$ cat config.mk
export PLATFORM = sky130hd
export DESIGN_NAME = ep0_status_ctl
export DESIGN_NICKNAME = d
export VERILOG_FILES = /design/src/rtl/ep0_pkg.sv /design/src/rtl/ep0_flag_cell.sv /design/src/rtl/ep0_irq_gen.sv /design/src/rtl/ep0_status_ctl.sv
export SDC_FILE = /design/constraint.sdc
export NUM_CORES = 1
export LEC_CHECK = 0
export ABC_AREA = 1
export BUFFER_PORTS_ARGS = -buffer_cell sky130_fd_sc_hd__buf_2
export CORE_AREA = 2 2 39 41
export CTS_CLUSTER_SIZE = 8
export DETAILED_ROUTE_END_ITERATION = 10
export DIE_AREA = 0 0 41 43
export PLACE_DENSITY = 0.65
export SLEW_MARGIN = 20
export SYNTH_ARGS = -nofsm -noshare
export SYNTH_HDL_FRONTEND = slang
export SYNTH_SLANG_ARGS = --single-unit
$ cat constraint.sdc
create_clock -name clk -period 1.1 [get_ports clk]
set_clock_uncertainty 0.1 [all_clocks]
set_input_delay 0.055 -clock clk [delete_from_list [all_inputs] [get_ports clk]]
set_output_delay 0.055 -clock clk [all_outputs]
set_load 0.01 [all_outputs]
$ cat src/rtl/ep0_pkg.sv
package ep0_pkg;
  localparam int REG_W  = 8;
  localparam int NFLAG  = 6;
  // Flag indices double as bit positions in the read byte.
  localparam int F_RX   = 0;
  localparam int F_TX   = 1;
  localparam int F_SDN  = 2;
  localparam int F_LAST = 3;
  localparam int F_EARLY= 4;
  localparam int F_SCMD = 5;
  // Service strobe positions in a write byte.
  localparam int S_RX   = 6;
  localparam int S_EARLY= 7;

  typedef struct packed {
    logic set_tx;
    logic set_last;
    logic set_scmd;
    logic zero_sdn;
    logic svc_rx;
    logic svc_early;
  } wr_cmd_t;

  function automatic wr_cmd_t decode_write(input logic [REG_W-1:0] d);
    wr_cmd_t c;
    c.set_tx    = d[F_TX];
    c.set_last  = d[F_LAST];
    c.set_scmd  = d[F_SCMD];
    c.zero_sdn  = ~d[F_SDN];
    c.svc_rx    = d[S_RX];
    c.svc_early = d[S_EARLY];
    return c;
  endfunction

  function automatic logic [REG_W-1:0] pack_status(input logic [NFLAG-1:0] f);
    return {{(REG_W-NFLAG){1'b0}}, f};
  endfunction

  function automatic logic irq_event(input logic [NFLAG-1:0] prev,
                                     input logic [NFLAG-1:0] cur);
    return (cur[F_RX] & ~prev[F_RX]) | (prev[F_TX] & ~cur[F_TX]) |
           (cur[F_EARLY] & ~prev[F_EARLY]);
  endfunction
endpackage

$ cat src/rtl/ep0_flag_cell.sv
module ep0_flag_cell (
  input  logic clk,
  input  logic rst_n,
  input  logic bus_rst,
  input  logic hw_set,
  input  logic hw_clr,
  input  logic sw_set,
  input  logic sw_clr,
  output logic q
);
  // Priority: bus reset, then engine events, then CPU writes.
  always_ff @(posedge clk or negedge rst_n) begin
    if (!rst_n)       q <= 1'b0;
    else if (bus_rst) q <= 1'b0;
    else if (hw_set)  q <= 1'b1;
    else if (hw_clr)  q <= 1'b0;
    else if (sw_set)  q <= 1'b1;
    else if (sw_clr)  q <= 1'b0;
  end
endmodule

$ cat src/rtl/ep0_irq_gen.sv
module ep0_irq_gen
  import ep0_pkg::*;
(
  input  logic             clk,
  input  logic             rst_n,
  input  logic             bus_rst,
  input  logic [NFLAG-1:0] flags,
  output logic             irq
);
  logic [NFLAG-1:0] prev_q;
  logic             mask_q;

  always_ff @(posedge clk or negedge rst_n) begin
    if (!rst_n) begin
      prev_q <= '0;
      mask_q <= 1'b0;
    end else begin
      prev_q <= flags;
      mask_q <= bus_rst;
    end
  end

  // A change produced by a bus reset is masked.
  assign irq = ~mask_q & irq_event(prev_q, flags);
endmodule

$ cat src/rtl/ep0_status_ctl.sv
module ep0_status_ctl
  import ep0_pkg::*;
(
  input  logic             clk,
  input  logic             rst_n,
  input  logic             bus_reset,
  input  logic             wr_stb,
  input  logic [REG_W-1:0] wr_byte,
  output logic [REG_W-1:0] status_rd,
  input  logic             pkt_rx_evt,
  input  logic             pkt_tx_evt,
  input  logic             stall_sent_evt,
  input  logic             xfer_end_evt,
  output logic             stall_req,
  output logic             irq
);
  wr_cmd_t          cmd;
  logic [NFLAG-1:0] flags;
  logic [NFLAG-1:0] hw_set, hw_clr, sw_set, sw_clr;

  // Named event wires for the checks below.
  logic early_hit;

  assign cmd       = decode_write(wr_byte);
  assign early_hit = xfer_end_evt & ~flags[F_LAST];

  always_comb begin
    hw_set = '0; hw_clr = '0; sw_set = '0; sw_clr = '0;
    hw_set[F_RX]    = pkt_rx_evt;
    sw_clr[F_RX]    = wr_stb & cmd.svc_rx;
    hw_clr[F_TX]    = pkt_tx_evt;
    sw_set[F_TX]    = wr_stb & cmd.set_tx;
    hw_set[F_SDN]   = stall_sent_evt;
    sw_clr[F_SDN]   = wr_stb & cmd.zero_sdn;
    hw_clr[F_LAST]  = xfer_end_evt;
    sw_set[F_LAST]  = wr_stb & cmd.set_last;
    hw_set[F_EARLY] = early_hit;
    sw_clr[F_EARLY] = wr_stb & cmd.svc_early;
    hw_clr[F_SCMD]  = stall_sent_evt;
    sw_set[F_SCMD]  = wr_stb & cmd.set_scmd;
  end

  for (genvar i = 0; i < NFLAG; i++) begin : g_flag
    ep0_flag_cell u_cell (
      .clk    (clk),
      .rst_n  (rst_n),
      .bus_rst(bus_reset),
      .hw_set (hw_set[i]),
      .hw_clr (hw_clr[i]),
      .sw_set (sw_set[i]),
      .sw_clr (sw_clr[i]),
      .q      (flags[i])
    );
  end

  ep0_irq_gen u_irq (
    .clk    (clk),
    .rst_n  (rst_n),
    .bus_rst(bus_reset),
    .flags  (flags),
    .irq    (irq)
  );

  assign status_rd = pack_status(flags);
  assign stall_req = flags[F_SCMD];

  AST_RX_HOLD: assert property (@(posedge clk) disable iff (!rst_n)
    (status_rd[F_RX] && !bus_reset && !(wr_stb && wr_byte[S_RX])) |=> status_rd[F_RX]);
  AST_TX_DONE: assert property (@(posedge clk) disable iff (!rst_n)
    pkt_tx_evt |=> !status_rd[F_TX]);
  AST_STALL_SEEN: assert property (@(posedge clk) disable iff (!rst_n)
    (stall_sent_evt && !bus_reset) |=> status_rd[F_SDN]);
  AST_STALL_CMD_DROP: assert property (@(posedge clk) disable iff (!rst_n)
    stall_sent_evt |=> !stall_req);
  AST_EARLY_SET: assert property (@(posedge clk) disable iff (!rst_n)
    (xfer_end_evt && !status_rd[F_LAST] && !bus_reset) |=> status_rd[F_EARLY]);
  AST_RX_IRQ: assert property (@(posedge clk) disable iff (!rst_n)
    $rose(status_rd[F_RX]) |-> irq);
  AST_BUS_CLEAR: assert property (@(posedge clk) disable iff (!rst_n)
    bus_reset |=> (status_rd == '0) && !irq);
endmodule

# Yosys cells after proc, flatten, opt, wreduce, memory -nomap -nowiden

Index checks and enable logic that the tools add are counted.

Multiplexer cells: 18
Bitwise gates (word level): 19
Reductions and logical operators: 6

Operator list:

| cell               | count |
|---|---|
| two-way mux 1 bit  | 18 |
| nonzero test 3 bit | 6 |
| bitwise AND 1 bit  | 11 |
| NOT 1 bit          | 6 |
| OR 1 bit           | 2 |

Register bits: 12
Logic and storage cells: 51

# Logic depth before layout (Yosys ltp)

Gate-level depths: netlist (run 1).

Depth after elaboration: 5
Mapped depth: 5
Mapped depth without buffers: 5

# Cells and area by module

Synthesis (run 1) repeated with hierarchy kept, for this count alone.

Cell total of the unflattened synthesis: 86
Area total of the unflattened synthesis: 588.1 um^2

By module, submodules not included:

| module         | times used | cells each | area an instance (um^2) | sequential area each (um^2) |
|---|---|---|---|---|
| ep0_flag_cell  | 6          | 9          | 61.3                    | 25.0 |
| ep0_irq_gen    | 1          | 14         | 138.9                   | 100.1 |
| ep0_status_ctl | 1          | 18         | 81.3                    | 0.0 |

# Worst setup path before layout (run 1)

Ideal clock, no wire load.

Path kind: flip-flop to flip-flop
Start: reg g_flag[5].u_cell.q (netlist name)
End: reg g_flag[5].u_cell.q
Arrival: 599 ps
Required time: 880 ps
Path slack: 282 ps
Stages on the path, launching flop included: 3
Path buffers: 0
Cells stage by stage: dfrtp_1 > o21ai_0 > inv_1

RTL lines:

| item                 | line                | text |
|---|---|---|
| to (signal assigned) | ep0_flag_cell.sv:13 | `if (!rst_n) q <= 1'b0;` |
| to (signal assigned) | ep0_flag_cell.sv:14 | `else if (bus_rst) q <= 1'b0;` |
| to (signal assigned) | ep0_flag_cell.sv:15 | `else if (hw_set) q <= 1'b1;` |
| to (decl)            | ep0_flag_cell.sv:9  | `output logic q` |

# Final worst setup path (run 1)

Start: reg g_flag[1].u_cell.q
End: out irq

Word-level cells in the longest chain between the ends: 5

Ends and longest elaborated chain:

| item                   | line                 | text |
|---|---|---|
| from (decl)            | ep0_flag_cell.sv:9   |  |
| from (signal assigned) | ep0_flag_cell.sv:13  |  |
| from (signal assigned) | ep0_flag_cell.sv:14  |  |
| from (signal assigned) | ep0_flag_cell.sv:15  |  |
| NOT 1 bit              | ep0_pkg.sv:41        | `return (cur[F_RX] & ~prev[F_RX]) \| (prev[F_TX] & ~cur[F_TX]) \|` |
| bitwise AND 1 bit      | ep0_pkg.sv:41        |  |
| OR 1 bit (2 in a row)  | ep0_pkg.sv:41        |  |
| bitwise AND 1 bit      | ep0_irq_gen.sv:24    | `assign irq = ~mask_q & irq_event(prev_q, flags);` |
| to (decl)              | ep0_status_ctl.sv:15 | `output logic irq` |

No other way between the ends.

==> results.sh, run 1 <==
export IMPL_fin_nets=111
export IMPL_initialDrtViolationCount=0
export IMPL_startpoint="g_flag[1].u_cell.q"
export IMPL_power_frac_comb=0.207
export IMPL_finalCritPeriodShare=1.060
export IMPL_max_freq_mhz=857.8
export IMPL_arrival_ns=1.01
export IMPL_wl_um=948
export IMPL_grt_use_total=0.1242
export IMPL_cts_max_path_buffers=2
export IMPL_dr_pass1_iters=1
export IMPL_cts_sinks=10
export IMPL_dieHeight_um=43
export IMPL_area_growth_pct=63.78
export IMPL_critPathMaxFanout=2
export IMPL_syn_avg_cell_area_um2=8.122
export IMPL_detail_route_antenna_nets=0
export IMPL_cts_tree="built"
export IMPL_drive_gt1_frac=0.3871
export IMPL_dpl_hpwl_um=592.1
export IMPL_switching_share=0.2284
export IMPL_syn_cell_area_um2=462.9
export IMPL_worstHoldPathCells=5
export IMPL_switchingPower_uw=179.0
export IMPL_post_route_drc_count=0
export IMPL_ioPinCount=26
export IMPL_required_ns=0.94
export IMPL_failed_checks="setup timing"
export IMPL_die_area_um2=1763
export IMPL_power_uw=783.5
export IMPL_r2r_start="g_flag[1].u_cell.q"
export IMPL_max_cap_viol_count=0
export IMPL_maxSlewViolCount=0
export IMPL_worst_r2r_cell_count=8
export IMPL_htreeDepth=1
export IMPL_hp_start="wr_byte[2]"
export IMPL_route_detailed_wl_per_inst_um=8.697
export IMPL_ff2ff_setup_slack_ns=-0.01
export IMPL_rsz0062_at_grt="true"
export IMPL_ir_drop_mv=0.4047
export IMPL_grt_remaining_overflow=0
export IMPL_worstHoldEndpoint="g_flag[2].u_cell.q"
export IMPL_yosysSeqAreaShare=0.5405
export IMPL_clockPowerShare=0.289
export IMPL_dp_cells=87
export IMPL_ys_types=9
export IMPL_via_per_inst=3.881
export IMPL_cp_start_kind="flip-flop"
export IMPL_holdCritPathClass="in -> reg"
export IMPL_netlist_instances=57
export IMPL_power_frac_seq=0.505
export IMPL_leakagePower_nw=0.4626
export IMPL_intPower_uw=604.5
export IMPL_layout_commonest_cell="buf_2"
export IMPL_start_util=0.3345
export IMPL_synth_seq_cells=10
export IMPL_outcome="finished, violations left"
export IMPL_root_buffer="clkbuf_4"
export IMPL_coreArea_um2=1384
export IMPL_synth_warnings=0
export IMPL_end_kind="output pin"
export IMPL_grt_first_pass_wirelength_um=1359
export IMPL_numCtsBuffers=3
export IMPL_clk_latency_ns=0.25
export IMPL_rr_endpoint="g_flag[1].u_cell.q"
export IMPL_grt_pass1_vias=342
export IMPL_final_cell_mix="buf_2 (19), nand2_1 (15), inv_1 (11), dlygate4sd3_1 (11), dfrtp_1 (10)"
export IMPL_p_per_area_nw_per_um2=1033
export IMPL_die_w_um=41
export IMPL_min_period_ns=1.166
export IMPL_via_count=423
export IMPL_antenna_found_initial=0
export IMPL_grt_max_degree=11
export IMPL_clk_pin_slew_ns=0.06
export IMPL_final_cell_count_no_fill=109
export IMPL_worst_slack_ns=-0.06576
export IMPL_crit_type="reg -> out"
export IMPL_antenna_cells=0
export IMPL_core_rowCount=14
export IMPL_hold_viol=0
export IMPL_setup_viol=3
export IMPL_routabilityCongestion=0.6436
export IMPL_port_buffers=21
critical path: stages, from the launching register on:
cell and delay (ns):
dfrtp_1 0.38, inv_2 0.06, nand2_2 0.05, nand3_2 0.06, nand2_1 0.05, inv_1 0.06
buf_6 0.09
sequential cells by signal (all words and copies together) (netlist names):
signal / flops
g_flag.u_cell.q: 6
u_irq.prev_q: 3
u_irq.mask_q: 1
cell type report:
| class | count | area (µm²) |
|---|---|---|
| flip-flops and latches | 10 | 250.2 |
| inverters | 12 | 45.04 |
| fillers | 132 | 625.6 |
| repair buffers | 40 | 299.0 |
| well taps | 16 | 20.02 |
| clock buffers | 3 | 22.52 |
| multi-input cells | 28 | 121.4 |
power groups by stage:
stage | clock (mW) | sequential (mW) | combinational (mW)
after floorplan | 0 | 0.403 | 0.0642
after global placement | 0 | 0.404 | 0.0968
after detailed placement | 0 | 0.404 | 0.0987
after CTS | 0.244 | 0.395 | 0.150
after global routing | 0.268 | 0.397 | 0.182
final | 0.226 | 0.396 | 0.162
repair_timing:
item | in CTS | in global routing
pin swaps | 3 | 2
cloned | 0 | 0
hold buffers | 11 | 0
setup endpoints to repair | 1 | 3
buffers inserted | 7 | 1
endpoints found under the hold margin | 17 | 0
gates resized for setup | 3 | 6
worst max path at each step:
| stage | to | cells past startpoint |
|---|---|---|
| global placement | irq | 6 |
| global route | irq | 6 |
| finish | irq | 6 |
| floorplan | g_flag[5].u_cell.q | 2 |
| detailed placement | irq | 6 |
| CTS | irq | 6 |
logic make-up (layout without fill, tap and decap cells):
kind of cell	Yosys count	count (layout)	share of synthesized area
compound gates	4	4	0.04322
other cells	1	2	0.008100
simple gates	22	22	0.1811
buf+inv	20	55	0.2270
flops	10	10	0.5405
cell usage after synthesis, drive strengths merged:
cell	number	area (µm²)
inv	12	45.04
o21ai	1	5.000
nand3	1	5.000
dfrtp	10	250.2
buf	8	60.06
nand2	17	63.81
a21oi	3	15.01
conb	1	3.750
nor2	4	15.01
per-stage QoR:
| stage | TNS [ns] | util | cell area (µm²) | hold slack (ns) | worst slack, ns |
|---|---|---|---|---|---|
| 2_1_floorplan | 0 | - | 466.7 | -0.3406 | 0.2817 |
| 3_3_place_gp | 0 | 0.3843 | 531.8 | -0.1787 | 0.1926 |
| 3_5_place_dp | 0 | 0.3843 | 531.8 | -0.1732 | 0.1717 |
| 4_1_cts | -0.07340 | 0.5262 | 728.2 | 0.02006 | -0.07340 |
| 5_1_grt | -0.3316 | 0.5479 | 758.2 | 0.03193 | -0.1611 |
| 6_report | -0.1282 | 0.5479 | 758.2 | 0.02849 | -0.06576 |
layer usage:
metal | track usage | wire [µm]
met5 | 0 | 0
met3 | 0.06283 | 59
met1 | 0.1212 | 384
met2 | 0.1938 | 503
met4 | 0.08000 | 0
No activity file was read; power rests on OpenSTA's default activity.
==> run 2, diff against run 1 <==
Settings changed: SKIP_LAST_GASP set to 1.
==> run 2 against run 1 <==
  * Largest cell class unchanged
  * Cell count stayed put
  * Worst hold slack worse by 0.00074 ns
  * Critical path type is now reg -> reg
  * Sequential share of layout area is 0.50 points higher
  * Cell area is 1.5% lower
  * Power is 0.31% lower
  * Clock power hardly changed
  * Global-route usage is 0.20 points lower
  * Register-to-register slack worse by 0.06 ns
  * The run still ends with setup timing left
  * Clock-buffer cell count stayed put
==> results.sh, run 2 (same netlist as run 1, synthesis figures left out) <==
export IMPL_outcome="finished, violations left"
export IMPL_failed_checks="setup timing"
export IMPL_end_kind="flip-flop"
export IMPL_post_route_drc_count=0
export IMPL_grt_max_degree=11
export IMPL_grt_use_total=0.1222
export IMPL_detail_route_antenna_nets=0
export IMPL_required_ns=1.19
export IMPL_min_period_ns=1.171
export IMPL_start_util=0.3345
export IMPL_dpl_hpwl_um=592.1
export IMPL_antenna_found_initial=0
export IMPL_holdCritPathClass="in -> reg"
export IMPL_max_freq_mhz=854.1
export IMPL_p_per_area_nw_per_um2=1046
export IMPL_finalCritPeriodShare=1.064
export IMPL_dieHeight_um=43
export IMPL_port_buffers=21
export IMPL_final_area_um2=747.0
export IMPL_die_area_um2=1763
export IMPL_coreArea_um2=1384
export IMPL_crit_path_frequent_cell="buf_4"
export IMPL_grt_pass1_vias=342
export IMPL_wl_um=943
export IMPL_final_cell_count_no_fill=109
export IMPL_ioPinCount=26
export IMPL_arrival_ns=1.26
export IMPL_routabilityCongestion=0.6436
export IMPL_dp_cells=87
export IMPL_cts_max_path_buffers=2
export IMPL_grt_first_pass_wirelength_um=1345
export IMPL_layout_commonest_cell="buf_2"
export IMPL_largest_reg_flops=6
export IMPL_ir_drop_mv=0.4054
export IMPL_slowest_delay_ns=0.36
export IMPL_maxSlewViolCount=0
export IMPL_slowest_stage="dfrtp_1"
export IMPL_drive_gt1_frac=0.3871
export IMPL_hold_viol=0
export IMPL_numCtsBuffers=3
export IMPL_final_cell_mix="buf_2 (19), nand2_1 (15), inv_1 (11), dlygate4sd3_1 (11), dfrtp_1 (10)"
export IMPL_htreeDepth=1
export IMPL_die_w_um=41
export IMPL_fin_nets=111
export IMPL_leakagePower_nw=0.4575
export IMPL_regMostFlops="g_flag.u_cell.q"
export IMPL_area_growth_pct=61.35
export IMPL_initialDrtViolationCount=0
export IMPL_rsz0062_at_grt="true"
export IMPL_via_count=427
export IMPL_crit_type="reg -> reg"
export IMPL_grt_remaining_overflow=0
export IMPL_dr_pass1_iters=1
export IMPL_via_per_inst=3.917
export IMPL_crit_chain="inv_2 > buf_4 > buf_4 > buf_4 > buf_4 > nand2_2 > nand2_1 > inv_1"
export IMPL_cts_sinks=10
export IMPL_critPathMaxFanout=2
export IMPL_route_detailed_wl_per_inst_um=8.651
export IMPL_root_buffer="clkbuf_4"
export IMPL_setup_viol=3
export IMPL_max_cap_viol_count=0
export IMPL_reg_top3="g_flag.u_cell.q (6), u_irq.prev_q (3), u_irq.mask_q (1)"
export IMPL_clk_latency_ns=0.25
export IMPL_dpl_instance_area_um2=531.8
export IMPL_worst_slack_ns=-0.07076
export IMPL_cp_start_kind="flip-flop"
export IMPL_cts_tree="built"
export IMPL_clk_pin_slew_ns=0.06
export IMPL_fin_worst_hold_slack_ns=0.02775
export IMPL_antenna_cells=0
export IMPL_core_rowCount=14
==> run 2: cell types whose count changed in the layout (fill, tap and decap cells not counted) <==
cell   before  now
buf_4       5    8
buf_6       5    2
==> run 2: area by class of cell <==
cell class	instances	area [µm²]
fillers	136	636.9
repair buffers	40	287.8
flip-flops and latches	10	250.2
multi-input cells	28	121.4
inverters	12	45.04
clock buffers	3	22.52
well taps	16	20.02
==> run 2: final timing paths <==
check | startpoint | endpoint | slack (ns) | cells after the start
max | g_flag[1].u_cell.q | g_flag[1].u_cell.q | -0.07 | 8
min | wr_byte[2] | g_flag[2].u_cell.q | 0.03 | 5
max reg2reg | g_flag[1].u_cell.q | g_flag[1].u_cell.q | -0.07 | 8
min reg2reg | g_flag[0].u_cell.q | u_irq.prev_q[0] | 0.38 | 1
max in group asynchronous | rst_n | g_flag[1].u_cell.q | 0.63 | 2
min in group asynchronous | rst_n | u_irq.mask_q | 0.09 | 2
==> run 2: power breakdown <==
group / leakage [nW] / switching [mW] / total [mW] / internal [mW]
logic: 0.314 / 0.0686 / 0.158 / 0.0895
registers: 0.130 / 0.00793 / 0.395 / 0.388
clock network: 0.0138 / 0.102 / 0.228 / 0.125
==> run 2: critical path, delay by kind of cell, from the launching register on <==
| kind | cells | cell delay (ns) |
|---|---|---|
| buffers and inverters | 6 | 0.56 |
| AND/OR/NAND/NOR | 2 | 0.09 |
| flip-flops | 1 | 0.36 |
==> run 2: stage by stage <==
stage	TNS (ns)	worst slack (ns)	power, mW	utilization
5_1_grt	-0.3716	-0.1470	0.8427	0.5398
2_1_floorplan	0	0.2817	0.4674	-
3_3_place_gp	0	0.1926	0.5006	0.3843
4_1_cts	-0.1159	-0.07340	0.7861	0.5181
3_5_place_dp	0	0.1717	0.5031	0.3843
6_report	-0.1912	-0.07076	0.7811	0.5398
==> run 2: routing by layer <==
layer	part of all wire	track usage	up-vias	wire length, µm
met1	0.41	0.1212	185	383
met3	0.063	0.06283	0	59
met5	0	0	-	0
met4	0	0.08000	0	0
met2	0.53	0.1875	14	500
li1	-	-	228	-
==> run 2: timing repair <==
item | 4_1_cts | 5_1_grt
setup endpoints to repair | 1 | 3
endpoints found under the hold margin | 17 | 0
pin swaps | 2 | 2
setup buffers | 7 | 1
gates resized for setup | 0 | 6
cloned | 0 | 0
hold buffers | 11 | 0
